==> config.mk <==
export PLATFORM = sky130hd
export DESIGN_NAME = byte_mailbox
export DESIGN_NICKNAME = d
export VERILOG_FILES = /design/src/rtl/mbx_pkg.sv /design/src/rtl/mbx_rst_sync.sv /design/src/rtl/mbx_host_decode.sv /design/src/rtl/mbx_latch_bank.sv /design/src/rtl/byte_mailbox.sv
export SDC_FILE = /design/constraint.sdc
export NUM_CORES = 1
export LEC_CHECK = 0
export ABC_AREA = 0
export ABC_CLOCK_PERIOD_IN_PS = 2250
export BUFFER_PORTS_ARGS = -buffer_cell sky130_fd_sc_hd__buf_2
export CAP_MARGIN = 20
export CORE_AREA = 2 2 66 68
export CTS_BUF_LIST = sky130_fd_sc_hd__clkbuf_4 sky130_fd_sc_hd__clkbuf_8
export CTS_CLUSTER_DIAMETER = 30
export CTS_CLUSTER_SIZE = 20
export DETAILED_ROUTE_END_ITERATION = 6
export DIE_AREA = 0 0 68 70
export GPL_ROUTABILITY_DRIVEN = 0
export PLACE_DENSITY = 0.79
export SKIP_LAST_GASP = 1
export SLEW_MARGIN = 10
export SYNTH_ARGS = -nofsm -noshare
export SYNTH_HDL_FRONTEND = slang
export SYNTH_SLANG_ARGS = --single-unit
==> constraint.sdc <==
create_clock -name clk -period 2.25 [get_ports clk]
set_input_delay 0.225 -clock clk [delete_from_list [all_inputs] [get_ports clk]]
set_output_delay 0.225 -clock clk [all_outputs]
set_load 0.01 [all_outputs]
==> src/rtl/mbx_pkg.sv <==
package mbx_pkg;
  localparam int unsigned DATA_W  = 8;
  localparam int unsigned NUM_LAT = 4;
  localparam int unsigned IDX_W   = $clog2(NUM_LAT);
  // index bit 1 set marks a host-to-companion byte
  typedef enum logic [IDX_W-1:0] {
    LAT_IN_CTRL  = 2'd0,
    LAT_IN_DATA  = 2'd1,
    LAT_OUT_CTRL = 2'd2,
    LAT_OUT_DATA = 2'd3
  } lat_idx_e;
endpackage

==> src/rtl/mbx_rst_sync.sv <==
module mbx_rst_sync #(
  parameter int unsigned STAGES = 2
) (
  input  logic clk,
  input  logic rst_n,
  output logic rst_q_n
);
  logic [STAGES-1:0] sync_q;
  logic [STAGES-1:0] sync_nxt;

  always_comb begin
    sync_nxt = {sync_q[STAGES-2:0], 1'b1};
  end

  always_ff @(posedge clk or negedge rst_n) begin
    if (!rst_n) sync_q <= '0;
    else        sync_q <= sync_nxt;
  end

  assign rst_q_n = sync_q[STAGES-1];
endmodule

==> src/rtl/mbx_host_decode.sv <==
module mbx_host_decode
  import mbx_pkg::*;
#(
  parameter int unsigned          ADDR_W   = 16,
  parameter logic [ADDR_W-1:0]    WIN_BASE = 16'h5FF8
) (
  input  logic                  sel,
  input  logic [ADDR_W-1:0]     addr,
  input  logic                  we,
  output logic                  hit,
  output logic [IDX_W-1:0]      idx,
  output logic [NUM_LAT-1:0]    wr_oh
);
  localparam int unsigned WIN_LSB = IDX_W + 1;

  logic win_match;

  always_comb begin
    win_match = (addr[ADDR_W-1:WIN_LSB] == WIN_BASE[ADDR_W-1:WIN_LSB]);
    hit       = sel && win_match && addr[0];
    idx       = addr[WIN_LSB-1:1];
  end

  for (genvar i = 0; i < NUM_LAT; i++) begin : g_wr
    always_comb wr_oh[i] = hit && we && (idx == IDX_W'(i));
  end
endmodule

==> src/rtl/mbx_latch_bank.sv <==
module mbx_latch_bank
  import mbx_pkg::*;
(
  input  logic                              clk,
  input  logic                              rst_q_n,
  input  logic [NUM_LAT-1:0]                host_wr_oh,
  input  logic [DATA_W-1:0]                 host_wdata,
  input  logic [NUM_LAT-1:0]                cmp_wr_oh,
  input  logic [DATA_W-1:0]                 cmp_wdata,
  output logic [NUM_LAT-1:0][DATA_W-1:0]    lat_q
);
  logic [NUM_LAT-1:0][DATA_W-1:0] lat_nxt;
  logic [NUM_LAT-1:0]             lat_en;

  for (genvar i = 0; i < NUM_LAT; i++) begin : g_lat
    if (i >= NUM_LAT/2) begin : g_outbound
      // host side owns this byte
      always_comb begin
        lat_en[i]  = host_wr_oh[i];
        lat_nxt[i] = lat_en[i] ? host_wdata : lat_q[i];
      end
    end else begin : g_inbound
      // companion side owns this byte
      always_comb begin
        lat_en[i]  = cmp_wr_oh[i];
        lat_nxt[i] = lat_en[i] ? cmp_wdata : lat_q[i];
      end
    end

    always_ff @(posedge clk or negedge rst_q_n) begin
      if (!rst_q_n) lat_q[i] <= '0;
      else          lat_q[i] <= lat_nxt[i];
    end
  end
endmodule

==> src/rtl/byte_mailbox.sv <==
module byte_mailbox
  import mbx_pkg::*;
#(
  parameter int unsigned       ADDR_W   = 16,
  parameter logic [ADDR_W-1:0] WIN_BASE = 16'h5FF8
) (
  input  logic              clk,
  input  logic              rst_n,
  input  logic              host_sel,
  input  logic [ADDR_W-1:0] host_addr,
  input  logic              host_we,
  input  logic [7:0]        host_wdata,
  output logic [7:0]        host_rdata,
  output logic              host_hit,
  input  logic [1:0]        cmp_addr,
  input  logic              cmp_we,
  input  logic [7:0]        cmp_wdata,
  output logic [7:0]        cmp_rdata
);
  logic                           rst_q_n;
  logic [IDX_W-1:0]               host_idx;
  logic [NUM_LAT-1:0]             host_wr_oh;
  logic [NUM_LAT-1:0]             cmp_wr_oh;
  logic [NUM_LAT-1:0][DATA_W-1:0] lat_q;

  mbx_rst_sync #(.STAGES(2)) u_rst (
    .clk     (clk),
    .rst_n   (rst_n),
    .rst_q_n (rst_q_n)
  );

  mbx_host_decode #(.ADDR_W(ADDR_W), .WIN_BASE(WIN_BASE)) u_dec (
    .sel   (host_sel),
    .addr  (host_addr),
    .we    (host_we),
    .hit   (host_hit),
    .idx   (host_idx),
    .wr_oh (host_wr_oh)
  );

  for (genvar i = 0; i < NUM_LAT; i++) begin : g_cmp_wr
    always_comb cmp_wr_oh[i] = cmp_we && (cmp_addr == IDX_W'(i));
  end

  mbx_latch_bank u_bank (
    .clk        (clk),
    .rst_q_n    (rst_q_n),
    .host_wr_oh (host_wr_oh),
    .host_wdata (host_wdata),
    .cmp_wr_oh  (cmp_wr_oh),
    .cmp_wdata  (cmp_wdata),
    .lat_q      (lat_q)
  );

  always_comb begin
    host_rdata = host_hit ? lat_q[host_idx] : '0;
    cmp_rdata  = cmp_addr[IDX_W-1] ? lat_q[cmp_addr] : '0;
  end
endmodule

==> metrics.md, run 1 <==
| Metric | Value |
|---|---|
| Area grow syn2layout | 23.8% |
| Synth area leader | dfrtp_1 |
| Sequential element share of the synthesized area | around 49% |
| Post-Synthesis Cells | 118 |
| Maximum VDD drop | 0.000399 V |
| Post-CTS Resized | 0 |
| Clock slew at reported path FFs | roughly 0.070 ns |
| Post-route minimum period | approximately 1.7 ns |
| Post-route ant nets | 0 |
| Final HPWL DP | ~2.7 mm |
| Pleak | about 1.1 nW |
| Worst stage delay on the critical path | 0.46 ns |
| Syn Area/Cell | between 10 and 15 sq um |
| PwrDens | around 600 nW/um^2 |
| Total number of vias | around 1,200 |
| Die X | around 68 um |
| Setup TNS | 0 ns |
| TritonCTS buffer count | 5 |
| I/O Buffers | 55 |
| IO Pins | 56 |
| Final non-filler cell total | 230 |
| Max Cap Viol | 0 |
| Top sig layer | met4 |
| Ys Warns | 0 |
| Post-CTS setup buffers | 0 |
| Flops & latches, synth | 34 |
| Wire length per cell | between 15 and 20 um |
| Share of cells above drive strength 1 | between 60 and 70% |
| Critical path endpoint category | primary output |
| CTS tree | built |
| Cell Area, Synth | between 1500 and 2000 sq um |
| Final Setup Violations | 0 |
| Placed instance count | around 220 |
| Nets | ~220 |
| Most common cell after layout, fill and taps aside | buf_2 |
| Fmax | approximately 0.58 GHz |
| Setup crit start kind | register |
| Starting density of the core | a little over two fifths |
| Met1 Wirelength | around 1.4 mm |
| # diodes | 0 |
| Actual slew at the worst max-slew pin | 0.511 ns |
| Post-Route WL | approximately 3.6 mm |
| Number of global-route vias before repair | approximately 1,300 |
| Crit path arrival time | between 1.5 and 2 ns |
| Number of synthesized flops with an enable pin | 0 |
| Ys async rst share | between 90% and 100% |
| Layout Utilization | between 50 and 60% |
| Routed wl met2 | roughly 1.9 mm |
| Initial antenna violation count | 0 |
| Cell Chain, Critical Path | mux4_2, and3_2, buf_2 |
| Total global-route track usage | roughly 17% |
| Post-Synthesis Net Count | between 150 and 200 |
| Avg Vias per Cell | slightly above 5 |
| Worst rel slew slack | about 66% |
| Pins over their slew limit | 0 |
| Final period util | a little under 80% |
| Status | complete, no violations |
| Site Rows | 24 |
| Synth top area cells | dfrtp_1 49%, mux2_2 15%, mux4_2 10% |
| Fin. Hold Viols | 0 |
| Crit Path Max Fanout | 3 |
| Leading cell types in the layout, fill and taps excluded | 55 x buf_2, 34 x dfrtp_1, 24 x mux2_2 |
| Setup Skew | between 0.007 and 0.008 ns |
| CTS root buffer | clkbuf_8 |
| Clk sink count | 34 |
| RSZ-0062 raised after global routing | false |
| DIE AREA | 4760 sq um |
| Hold Crit Class | primary input to register |
| H-tree depth | 2 |
| Synth top area share | approximately half |
| Detail Route met3 WL | 260 um |
| CTS Buffer Depth | 2 |
| Min Hold Slack | roughly 0.18 ns |
| Die height | around 70 um |
| Post-synth top flop | dfrtp_1 |
| Overflow after GRT | 0 |
| Total power draw | 0.00130 W |
| Distinct cells, synth | 21 |
| Starting DRT DRC Count | 20 |
| # DRC | 0 |
| Hold Buf Count CTS | 1 |
| Worst path required time | approximately 2.0 ns |
| Global-route wire length before repair | approximately 5.9 mm |
| Largest net degree at the start of global routing | 33 |
| Critical path type | register to primary output |
| Drt pass-1 iters | 4 |
| Crit path max-delay cell type | mux4_2 |
| Worst skew pair latency | just under 0.3 ns |
| CORE AREA | 4140 sq um |
routing by layer:
metal | vias to the layer above | GRT usage [%]
li1 | 553 | -
met1 | 589 | 20.8
met2 | 41 | 29.3
met3 | 3 | 3.86
met4 | 0 | 6.67
met5 | - | 0
power breakdown:
group | leakage, nW | total [W] | internal [W] | switching, W
combinational | 0.623 | 0.000168 | 0.000106 | 0.0000627
clock | 0.0452 | 0.000439 | 0.000237 | 0.000202
sequential | 0.436 | 0.000692 | 0.000668 | 0.0000244
synthesized netlist by cell type, types with 2 or more instances:
library cell / count
and3_2: 8
and3b_1: 2
buf_2: 4
buf_6: 2
dfrtp_1: 34
mux2_2: 24
mux2_4: 8
mux2i_1: 8
mux4_2: 8
nand4_1: 2
nor2b_1: 8
state kept, by name, summed over array words and instances (netlist names):
register      flops
u_bank.lat_q     32
u_rst.sync_q      2
per-stage QoR:
step	instance area [sq um]	worst slack, ns
after floorplan	1750	0.801
after global placement	2080	0.558
after detailed placement	2080	0.518
after CTS	2170	0.485
after global routing	2170	0.473
final	2170	0.514
cell type report:
type	instances	area [sq um]
fill	387	1970
tap	52	65.1
clock buffer	7	83.8
timing repair buffer	60	315
sequential	34	851
multi-input combinational	76	853
inverter	1	3.75
worst paths after layout:
kind | from | endpoint | slack, ns | cells after the start
setup / recovery | u_bank.lat_q[22]$_DFFE_PN0P_ | host_rdata[6] | 0.51 | 3
hold / removal | host_wdata[6] | u_bank.lat_q[22]$_DFFE_PN0P_ | 0.18 | 2
setup reg to reg | u_bank.lat_q[18]$_DFFE_PN0P_ | u_bank.lat_q[18]$_DFFE_PN0P_ | 1.46 | 1
hold reg to reg | u_rst.sync_q[1]$_DFF_PN0_ | u_bank.lat_q[8]$_DFFE_PN0P_ | 0.27 | 1
max in group asynchronous | u_rst.sync_q[1]$_DFF_PN0_ | u_bank.lat_q[6]$_DFFE_PN0P_ | 1.69 | 1
min in group asynchronous | rst_n | u_rst.sync_q[1]$_DFF_PN0_ | 0.25 | 2
logic make-up after synthesis:
logic type             after synthesis  share of synthesized area (%)
AND/OR/NAND/NOR                     27                           11.3
multiplexers                        48                           37.1
flip-flops                          34                           48.5
buffers and inverters                8                           2.85
other                                1                          0.214
critical path, delay by kind of cell (launching register included):
family / cells / cell delay [ns]
buffers and inverters: 1 / 0.14
flip-flops: 1 / 0.40
multiplexers: 1 / 0.46
AND/OR/NAND/NOR: 1 / 0.23
(Power assumes the default switching activity.)
==> inputs of run 2 (changes only) <==
- ABC_CLOCK_PERIOD_IN_PS: 2250 -> 1700
- clock period: 2.25 -> 1.7 ns (I/O delays scaled with it)
==> run 2 against run 1 <==
Setup slack worse by 0.47 ns. Combinational power up 35%. Core utilization up 1.6 points. Die area unchanged.
==> metrics.md, run 2 (synthesis results as in run 1) <==
| Metric | Value |
|---|---|
| Status | complete, no violations (unchanged) |
| Total global-route track usage | 18.4% (was 17.3%) |
| Initial antenna violation count | 0 (unchanged) |
| CTS root buffer | clkbuf_8 (unchanged) |
| Layout Utilization | 54.0% (was 52.4%) |
| Crit path arrival time | 1.49 ns (was 1.51 ns) |
| Leading cell types in the layout, fill and taps excluded | 55 x buf_2, 34 x dfrtp_1, 24 x mux2_2, 10 x buf_4 (was 55 x buf_2, 34 x dfrtp_1, 24 x mux2_2) |
| Post-route minimum period | ~1.7 ns |
| Critical path type | register to primary output (unchanged) |
| Clk sink count | 34 (unchanged) |
| DIE AREA | 4760 sq um (unchanged) |
| Fin. Hold Viols | 0 (unchanged) |
| H-tree depth | 2 (unchanged) |
| Worst r2r src | u_bank.lat_q[20]$_DFFE_PN0P_ (was u_bank.lat_q[18]$_DFFE_PN0P_) |
| Wire length per cell | 16.4 um (was 15.8 um) |
| Crit path launch | u_bank.lat_q[30]$_DFFE_PN0P_ (was u_bank.lat_q[22]$_DFFE_PN0P_) |
| Clock slew at reported path FFs | 0.06 ns (was 0.07 ns) |
| Drt pass-1 iters | 4 (unchanged) |
| I/O Buffers | 55 (unchanged) |
| IO Pins | 56 (unchanged) |
| # diodes | 0 (unchanged) |
| Area grow syn2layout | 27.5% (was 23.8%) |
| Hold Crit Class | primary input to register (unchanged) |
| Die height | 70 um (unchanged) |
| Largest delay share family, worst path | multiplexers (unchanged) |
| Share of cells above drive strength 1 | 67.0% (was 65.7%) |
| Final Setup Violations | 0 (unchanged) |
| Most common cell after layout, fill and taps aside | buf_2 (unchanged) |
| Starting DRT DRC Count | 27 (was 20) |
| Max reg flops | 32 (unchanged) |
| Die X | 68 um (unchanged) |
| Worst path required time | 1.53 ns (was 2.03 ns) |
| Placed instance count | 226 (was 222) |
| Post-CTS Resized | 0 (unchanged) |
| Cell count of the worst reg-to-reg path | 2 (was 1) |
| CTS Buffer Depth | 2 (unchanged) |
| Worst hold start | cmp_wdata[3] (was host_wdata[6]) |
| Final HPWL DP | 2.78 mm (was 2.70 mm) |
| Crit Path Max Fanout | 3 (unchanged) |
| Final non-filler cell total | 237 (was 230) |
| Site Rows | 24 (unchanged) |
| Hold Crit Depth | 2 (unchanged) |
| Pins over their slew limit | 0 (unchanged) |
| PwrDens | 766 nW/um^2 (was 598 nW/um^2) |
| Cell Chain, Critical Path | mux4_2, and3_2, buf_2 (unchanged) |
| Setup crit start kind | register (unchanged) |
| CORE AREA | 4140 sq um (unchanged) |
| Total number of vias | 1,239 (was 1,186) |
| TritonCTS buffer count | 5 (unchanged) |
| Maximum VDD drop | 0.000430 V (was 0.000399 V) |
| Setup Skew | 0.00293 ns (was 0.00738 ns) |
| Placed cell areas | 2120 sq um (was 2080 sq um) |
| Pleak | 1.14 nW (was 1.10 nW) |
| Number of global-route vias before repair | 1,361 (was 1,261) |
| CP Buf/Inv Count | 1 (unchanged) |
| Post-Route WL | 3.88 mm (was 3.64 mm) |
| Fmax | a little over 0.6 GHz |
| # DRC | 0 (unchanged) |
| CTS tree | built (unchanged) |
| Avg Vias per Cell | 5.23 (was 5.16) |
| Largest net degree at the start of global routing | 33 (unchanged) |
| Final period util | roughly 98% |
| Starting density of the core | 42.3% (unchanged) |
| Global-route wire length before repair | 6.37 mm (was 5.92 mm) |
| Most flop-heavy register | u_bank.lat_q (unchanged) |
| Worst stage delay on the critical path | 0.46 ns (about the same) |
| Post-route ant nets | 0 (unchanged) |
| Overflow after GRT | 0 (unchanged) |
| Nets | 224 (was 217) |
| Critical path depth | 3 (unchanged) |
| Worst skew pair latency | 0.28 ns (was 0.29 ns) |
| Post-layout instance area | 2240 sq um (was 2170 sq um) |
| Max Cap Viol | 0 (unchanged) |
| Setup TNS | 0 ns (unchanged) |
| Top flop regs | u_bank.lat_q: 32 flops, u_rst.sync_q: 2 flops (unchanged) |
| Critical path endpoint category | primary output (unchanged) |
| Crit path max-delay cell type | mux4_2 (unchanged) |
run 2: cell type report:
| class | instances | area [sq um] |
|---|---|---|
| timing repair buffer | 67 | 380 |
| fill | 341 | 1910 |
| multi-input combinational | 76 | 853 |
| tap | 52 | 65.1 |
| clock buffer | 7 | 83.8 |
| inverter | 1 | 3.75 |
| sequential | 34 | 851 |
run 2: worst reg2reg max path, cell delays in order (launching register included):
cell and delay (ns):
dfrtp_1 0.38, buf_4 0.14, mux2_4 0.26
run 2: power by group:
group	switching, W	internal [W]
Combinational	0.0000845	0.000142
Clock	0.000255	0.000313
Sequential	0.0000350	0.000884
run 2: stage by stage:
stage / worst slack (ns) / total power (W) / hold slack, ns
after floorplan: 0.310 / 0.00107 / -0.126
after global placement: 0.162 / 0.00115 / -0.0454
after detailed placement: 0.147 / 0.00116 / -0.0444
after CTS: 0.0315 / 0.00173 / 0.131
after global routing: -0.00106 / 0.00180 / 0.130
final: 0.0420 / 0.00171 / 0.134
run 2: what timing repair did:
action | CTS | global route
hold buffers | 1 | 0
buffers inserted | 0 | 3
endpoints found under the hold margin | 2 | 0
endpoints found under the setup margin | 0 | 3
run 2: final timing paths:
| check | end | slack, ns |
|---|---|---|
| hold / removal | u_bank.lat_q[11]$_DFFE_PN0P_ | 0.13 |
| hold reg to reg | u_bank.lat_q[10]$_DFFE_PN0P_ | 0.26 |
| setup / recovery | host_rdata[6] | 0.04 |
| setup reg to reg | u_bank.lat_q[20]$_DFFE_PN0P_ | 0.80 |
| min in group asynchronous | u_rst.sync_q[0]$_DFF_PN0_ | 0.25 |
| max in group asynchronous | u_bank.lat_q[13]$_DFFE_PN0P_ | 1.15 |
run 2: metal layers:
| layer | routed length (um) | vias to the layer above | GRT usage, % |
|---|---|---|---|
| met2 | 1980 | 43 | 30.5 |
| met4 | 70 | 0 | 5.56 |
| met1 | 1560 | 620 | 22.4 |
| li1 | - | 567 | - |
| met3 | 264 | 9 | 5.96 |
| met5 | 0 | - | 0 |
==> inputs of run 3 (changes only) <==
--- a/config.mk
+++ b/config.mk
@@ -19,2 +19,3 @@
 export PLACE_DENSITY = 0.79
+export REMOVE_ABC_BUFFERS = 1
 export SKIP_LAST_GASP = 1
--- a/constraint.sdc
+++ b/constraint.sdc
@@ -3,2 +3,2 @@
 set_output_delay 0.17 -clock clk [all_outputs]
-set_load 0.01 [all_outputs]
+set_load 0.02 [all_outputs]
==> run 3 against run 2 <==
Power fell by 0.90%. Critical path type unchanged. Global-route usage fell by 0.36 points. Register-to-register slack got worse by 0.10 ns. Wire length rose by 1.4%. First-iteration DRC count rose by 37%. Combinational power rose by 2%. Critical path depth did not move. Clock power fell by 3%. Die area did not move.
==> metrics.md, run 3 (synthesis results as in run 1) <==
| Metric | Value |
|---|---|
| Crit Path Max Fanout | 3 (unchanged) |
| Critical path type | register to primary output (unchanged) |
| Maximum VDD drop | 0.000462 V (was 0.000430 V) |
| CTS root buffer | clkbuf_8 (unchanged) |
| Setup Skew | 0.00802 ns (was 0.00293 ns) |
| Setup crit start kind | register (unchanged) |
| Top flop regs | u_bank.lat_q: 32 flops, u_rst.sync_q: 2 flops (unchanged) |
| Wire length per cell | 15.9 um (was 16.4 um) |
| Starting DRT DRC Count | 37 (was 27) |
| Most common cell after layout, fill and taps aside | buf_2 (unchanged) |
| TritonCTS buffer count | 5 (unchanged) |
| Clock slew at reported path FFs | 0.07 ns (was 0.06 ns) |
| Crit path arrival time | 1.51 ns (was 1.49 ns) |
| # diodes | 0 (unchanged) |
| Die height | 70 um (unchanged) |
| Min Hold Slack | 0.129 ns (was 0.134 ns) |
| Leading cell types in the layout, fill and taps excluded | 49 x buf_2, 34 x dfrtp_1, 26 x buf_4, 24 x mux2_2 (was 55 x buf_2, 34 x dfrtp_1, 24 x mux2_2, 10 x buf_4) |
| Fin. Hold Viols | 0 (unchanged) |
| Total global-route track usage | 18.0% (was 18.4%) |
| Largest net degree at the start of global routing | 33 (unchanged) |
| Nets | 235 (was 224) |
| I/O Buffers | 55 (unchanged) |
| Global-route wire length before repair | 6.16 mm (was 6.37 mm) |
| Total power draw | 0.00170 W (was 0.00171 W) |
| Overflow after GRT | 0 (unchanged) |
| RSZ-0062 raised after global routing | true |
| Total number of vias | 1,265 (was 1,239) |
| Avg Vias per Cell | 5.10 (was 5.23) |
| Starting density of the core | 42.3% (unchanged) |
| Post-route minimum period | 1.68 ns (was 1.66 ns) |
| Worst path required time | 1.53 ns (about the same) |
| PnR worst setup slack | 0.0238 ns (was 0.0420 ns) |
| CORE AREA | 4140 sq um (unchanged) |
| Share of cells above drive strength 1 | 68.9% (was 67.0%) |
| Die X | 68 um (unchanged) |
| Placed cell areas | 2130 sq um (was 2120 sq um) |
| Worst skew pair latency | 0.29 ns (was 0.28 ns) |
| Pins over their slew limit | 0 (unchanged) |
| Final Setup Violations | 0 (unchanged) |
| Post-Route WL | 3.93 mm (was 3.88 mm) |
| Max reg flops | 32 (unchanged) |
| Most flop-heavy register | u_bank.lat_q (unchanged) |
| Hold Crit Class | primary input to register (unchanged) |
| PwrDens | 724 nW/um^2 (was 766 nW/um^2) |
| Post-layout instance area | 2350 sq um (was 2240 sq um) |
| Final period util | 98.6% (was 97.5%) |
| H-tree depth | 2 (unchanged) |
| Area of the multi-input gates | 876 sq um (was 853 sq um) |
| IO Pins | 56 (unchanged) |
| DIE AREA | 4760 sq um (unchanged) |
| CTS Buffer Depth | 2 (unchanged) |
| Area grow syn2layout | 33.8% (was 27.5%) |
| Fillers | 356 (was 341) |
| Post-route ant nets | 0 (unchanged) |
| DP Worst Slack | 0.0734 ns (was 0.147 ns) |
| Final HPWL DP | 2.89 mm (was 2.78 mm) |
| Register area | 851 sq um (unchanged) |
| # DRC | 0 (unchanged) |
| Drt pass-1 iters | 4 (unchanged) |
| Clk sink count | 34 (unchanged) |
| Critical path endpoint category | primary output (unchanged) |
| Initial antenna violation count | 0 (unchanged) |
| Site Rows | 24 (unchanged) |
| Status | complete, no violations (unchanged) |
| CTS tree | built (unchanged) |
| Fmax | 0.597 GHz (was 0.603 GHz) |
| Pleak | 1.19 nW (was 1.14 nW) |
| Number of global-route vias before repair | 1,259 (was 1,361) |
| Max Cap Viol | 0 (unchanged) |
-- run 3: cell type report --
type                       count  area share, %
clock buffer                   5           2.93
clock inverter                 2          0.426
inverter                       1          0.160
multi-input combinational     76           37.3
sequential                    34           36.2
tap                           52           2.77
timing repair buffer          78           20.1
-- run 3: path summary, 6_finish.rpt --
kind | start | to | slack (ns) | cells past startpoint
max in group asynchronous | u_rst.sync_q[1]$_DFF_PN0_ | u_bank.lat_q[5]$_DFFE_PN0P_ | 1.13 | 1
min in group asynchronous | rst_n | u_rst.sync_q[0]$_DFF_PN0_ | 0.19 | 2
worst min register to register | u_rst.sync_q[1]$_DFF_PN0_ | u_bank.lat_q[26]$_DFFE_PN0P_ | 0.27 | 1
worst max register to register | u_bank.lat_q[22]$_DFFE_PN0P_ | u_bank.lat_q[22]$_DFFE_PN0P_ | 0.70 | 3
worst max-delay path | u_bank.lat_q[18]$_DFFE_PN0P_ | host_rdata[2] | 0.02 | 3
worst min-delay path | host_wdata[3] | u_bank.lat_q[19]$_DFFE_PN0P_ | 0.13 | 2
-- run 3: worst max-delay path: stages, from the launching register on --
cell     delay (ns)
dfrtp_1        0.40
mux4_2         0.45
and3_2         0.22
buf_2          0.15
-- run 3: per-stage QoR --
step / utilization (%) / cells / setup TNS [ns]
floorplan: - / 111 / -0.971
global placement: 51.4 / 229 / 0
detailed placement: 51.4 / 229 / 0
finish: 56.6 / 248 / 0
CTS: 53.9 / 239 / 0
global route: 56.6 / 248 / -0.0138
-- run 3: where the power goes --
part | switching (W) | total [W] | internal [W]
Clock | 0.000276 | 0.000551 | 0.000274
Sequential | 0.0000328 | 0.000917 | 0.000884
Combinational | 0.0000875 | 0.000232 | 0.000145
Total | 0.000397 | 0.00170 | 0.00130
-- run 3: layer usage --
metal	routed length, um	global-route usage, %	vias to the layer above
li1	-	-	589
met1	1570	21.9	629
met2	2020	30.1	42
met3	283	5.64	5
met4	61	5.56	0
met5	0	0	-
-- run 3: what timing repair did --
| item | 4_1_cts | 5_1_grt |
|---|---|---|
| setup endpoints to repair | 1 | 8 |
| setup buffers | 2 | 9 |
| hold buffers | 1 | 0 |
| resized for setup | 0 | 14 |
| endpoints found under the hold margin | 2 | 0 |
